### config.mk
export PLATFORM = sky130hd
export DESIGN_NAME = sync_pulse_gen
export DESIGN_NICKNAME = d
export VERILOG_FILES = /design/src/rtl/sync_pulse_gen.sv
export SDC_FILE = /design/constraint.sdc
export NUM_CORES = 1
export LEC_CHECK = 0
export BUFFER_PORTS_ARGS = -buffer_cell sky130_fd_sc_hd__buf_4
export CAP_MARGIN = 20
export CORE_ASPECT_RATIO = 0.6
export CORE_MARGIN = 2
export CORE_UTILIZATION = 50
export DETAILED_ROUTE_END_ITERATION = 7
export PLACE_DENSITY = 0.7
export SLEW_MARGIN = 40
export SYNTH_ARGS = -nofsm -noshare
export SYNTH_HDL_FRONTEND = slang
export SYNTH_SLANG_ARGS = --single-unit
export TNS_END_PERCENT = 50
### constraint.sdc
create_clock -name clk -period 5.4 [get_ports clk]
set_input_delay 0.54 -clock clk [delete_from_list [all_inputs] [get_ports clk]]
set_output_delay 0.54 -clock clk [all_outputs]
set_load 0.005 [all_outputs]
### src/rtl/sync_pulse_gen.sv
module sync_pulse_gen #(
  parameter int RW = 5
) (
  input  logic          clk,
  input  logic          rst_n,
  input  logic [RW-1:0] ratio_a,
  input  logic [RW-1:0] ratio_c,
  output logic          sync_n
);

  logic [RW-1:0] na, nc;
  logic [RW-1:0] pa, pc;
  logic [RW-1:0] pa_nx, pc_nx;
  logic          same;
  logic          hit;

  assign na = (ratio_a == '0) ? RW'(1) : ratio_a;
  assign nc = (ratio_c == '0) ? RW'(1) : ratio_c;

  assign pa_nx = (pa >= na - RW'(1)) ? '0 : pa + RW'(1);
  assign pc_nx = (pc >= nc - RW'(1)) ? '0 : pc + RW'(1);

  assign same = (na == nc);

  // distance to next wrap is equal on both sides only inside the window
  assign hit = same ? (pa_nx >= (na - (na >> 1)))
                    : ((na - pa_nx) == (nc - pc_nx));

  always_ff @(posedge clk or negedge rst_n) begin
    if (!rst_n) begin
      pa     <= '0;
      pc     <= '0;
      sync_n <= 1'b1;
    end else begin
      pa     <= pa_nx;
      pc     <= pc_nx;
      sync_n <= ~hit;
    end
  end

endmodule

==> reports/metrics.csv <==
stage,metric,value,unit
logic_synthesis,synth.distinct_cells,39,
sta,setup_viol,0,
drt,vias,1153,
sta,max_slew_margin,0.590,
power,p_seq_frac,0.155,
clock_network,insertion_delay,0.24,ns
power,finalPower,0.987,mW
logic_synthesis,synth_top_area_frac,0.233,
clock_network,clock_path_buffers,2,
sta,finalSetupTns,0,ns
power,vdd_drop_max,0.398,mV
drt,ant_nets,0,
logic_synthesis,synth_nets,217,
clock_network,cts.clk_slew.worst_paths,0.05,ns
logic_synthesis,ys_warn_count,0,
floorplanning,design.core.area,2930,µm²
global_route,grt_max_degree,12,
floorplanning,die_h,47.2,µm
clock_network,clockRootBuffer,clkbuf_8,
sta,slew_viol_final,0,
sta,period_needed,4.74,ns
power,p_int,0.541,mW
run_status,status,completed,
logic_synthesis,syn_area_per_cell,8.95,µm²
clock_network,htree_levels,1,
placed_design,hpwl,2.76,mm
placed_design,port_buffers,12,
floorplanning,io_pins,13,
finish,nFillCells,270,
min_path,min_path_type,in2async,
clock_network,post_cts.repair.setup_buffers,0,
critical_path,cp-end-kind,flop,
drt,drtPass1Iterations,4,
floorplanning,dieWidth,76.1,µm
clock_network,cts_resized,0,
finish,area_growth_syn_to_layout,9.64,%
power,p_per_area,578,nW/µm²
logic_synthesis,syn-cell-area,1560,µm²
global_route,grt_first_pass_wirelength,5.36,mm
clock_network,cts_tree,yes,
drt,wirelength,3.18,mm
clock_network,cts_sinks,11,
power,p_comb_frac,0.762,
placed_design,gp_congestion,0.848,
sta,tightest_slew,0.614,ns
sta,timing.final.crit_share,0.878,
critical_path,worst-path-max-fanout,6,
placed_design,dpl_cell_area,1660,µm²
critical_path,critPathKind,in2reg,
floorplanning,rows,15,
finish,multi_input_area,1150,µm²
finish,drive_above_1_share,0.152,
global_route,antenna_found_initial,0,
finish,nets,228,
logic_synthesis,synth-seq-cells,11,
global_route,grt_usage,0.201,
logic_synthesis,synth_area_leader_cell,ha_1,
drt,dr.first_iter.drc_count,46,
placed_design,placed_cells,222,
floorplanning,dieArea,3590,µm²
logic_synthesis,synthCells,174,
drt,routedWlPerCell,14.1,µm
power,power.leakage,0.850,nW
critical_path,critPathArrivalTime,4.90,ns
critical_path,cp-start-kind,input pin,
finish,final-instance-count-excl-fill,226,
flow_run,cap_violations,0,
power,switching_power,0.446,mW
clock_network,cts_buffers,3,
clock_network,holdBufCountCts,0,
sta,rsz0062_at_grt,false,
finish,seqCellArea,277,µm²
global_route,grt_overflow,0,
floorplanning,start_util,0.532,
critical_path,cp.required,5.56,ns
logic_synthesis,ys_top_cells_by_area,"ha_1, dfrtp_1, xnor2_1",
finish,n_antenna_cell,0,
logic_synthesis,yosysSeqAreaShare,0.178,
sta,max_freq,0.211,GHz
finish,fin_area,1710,µm²
power,power.share.clock,0.084,
drt,viasPerCell,5.10,
global_route,grt_pass1_vias,1112,
power,switching_share,0.452,
sta,hold_violations,0,
sta,timing.hold.ws,0.122,ns
drt,drc,0,
sta,skew,0.00392,ns
cells in the mapped netlist (all sizes together):
master,instances
ha,29
inv,25
xnor2,17
a21oi,11
dfrtp,10
xor2,10
nor2,8
o21ai,8
nand2,6
nand3,6
clkbuf,4
maj3,4
nand2b,4
nor3,3
or2,3
a21o,2
a31oi,2
buf,2
fa,2
mux2i,2
nor2b,2
o21bai,2
or2b,2
xnor3,2
a211oi,1
a22o,1
dfstp,1
nand4,1
nor3b,1
nor4,1
o32a,1
o32ai,1
power groups by stage:
stage	Clock [mW]	Combinational, mW	Sequential [mW]
floorplan	0	0.601	0.145
global placement	0	0.721	0.152
detailed placement	0	0.745	0.153
CTS	0.0845	0.750	0.152
global route	0.0884	0.842	0.159
finish	0.0827	0.751	0.152
logic make-up (layout without fill, tap and decap cells):
group	after synthesis	in the layout	share of synthesized area
flip-flops	11	11	0.178
buffers and inverters	31	41	0.0843
AND/OR/NAND/NOR	37	37	0.125
AO/OA/AOI/OAI	29	29	0.130
XOR/XNOR	29	29	0.186
adder cells (fa/ha/maj)	35	35	0.285
multiplexers	2	2	0.0129
flip-flops by register name, indices dropped and copies added, names as in the netlist:
| register | cells |
|---|---|
| pc | 5 |
| sync_n | 1 |
| pa | 5 |
layout by cell type, fill, tap and decap left out, types with 3 or more instances in the layout:
master | synthesis | routed
a21oi_1 | 11 | 11
buf_4 | 0 | 12
clkbuf_8 | 0 | 3
dfrtp_1 | 10 | 10
ha_1 | 29 | 29
inv_1 | 25 | 25
maj3_1 | 3 | 3
nand2_1 | 6 | 6
nand2b_1 | 4 | 4
nand3_1 | 6 | 6
nor2_1 | 7 | 7
nor3_1 | 3 | 3
o21ai_0 | 7 | 7
xnor2_1 | 16 | 16
xor2_1 | 10 | 10
through the flow:
| stage | util | setup slack (ns) |
|---|---|---|
| 3_3_place_gp | 0.568 | 0.558 |
| 5_1_grt | 0.583 | 0.357 |
| 4_1_cts | 0.583 | 0.684 |
| 6_report | 0.583 | 0.659 |
| 2_1_floorplan | - | 1.06 |
| 3_5_place_dp | 0.568 | 0.463 |
worst paths after layout:
kind / startpoint / endpoint / slack [ns] / cells after the start
setup / recovery: ratio_a[2] / sync_n$_DFF_PN1_ / 0.66 / 21
min in group clk: pc[0]$_DFF_PN0_ / pc[0]$_DFF_PN0_ / 0.53 / 1
hold / removal: rst_n / pc[3]$_DFF_PN0_ / 0.12 / 1
max in group asynchronous: rst_n / sync_n$_DFF_PN1_ / 5.05 / 1
hold reg to reg: pc[0]$_DFF_PN0_ / pc[0]$_DFF_PN0_ / 0.53 / 1
setup reg to reg: pa[2]$_DFF_PN0_ / sync_n$_DFF_PN1_ / 1.89 / 13
routing by layer:
| metal | up-vias | wire length, µm | GRT usage |
|---|---|---|---|
| met5 | - | 0 | 0 |
| met4 | 0 | 11 | 0.0582 |
| met3 | 2 | 179 | 0.0423 |
| met2 | 27 | 1280 | 0.314 |
| met1 | 521 | 1710 | 0.286 |
| li1 | 603 | - | - |
cell type report:
class / instances / share of cell area
Multi-Input combinational cell: 132 / 0.673
Sequential cell: 11 / 0.162
Inverter: 25 / 0.0549
Timing Repair Buffer: 12 / 0.0527
Tap cell: 42 / 0.0308
Clock buffer: 4 / 0.0264
worst max-delay path, stage by stage:
cell and delay, ns:
buf_4 0.13, inv_1 0.11, ha_1 0.20, or2b_2 0.35, o21ai_4 0.24, ha_1 0.19, o21ai_0 0.08, nand3_1 0.11
xnor2_1 0.12, ha_1 0.33, nand2_1 0.05, o21ai_0 0.29, inv_1 0.10, nand2_1 0.11, inv_1 0.07, ha_1 0.24
fa_1 0.44, maj3_2 0.33, o21bai_2 0.10, xnor3_1 0.41, o32a_1 0.36
Power figures use the tool's default switching activity.
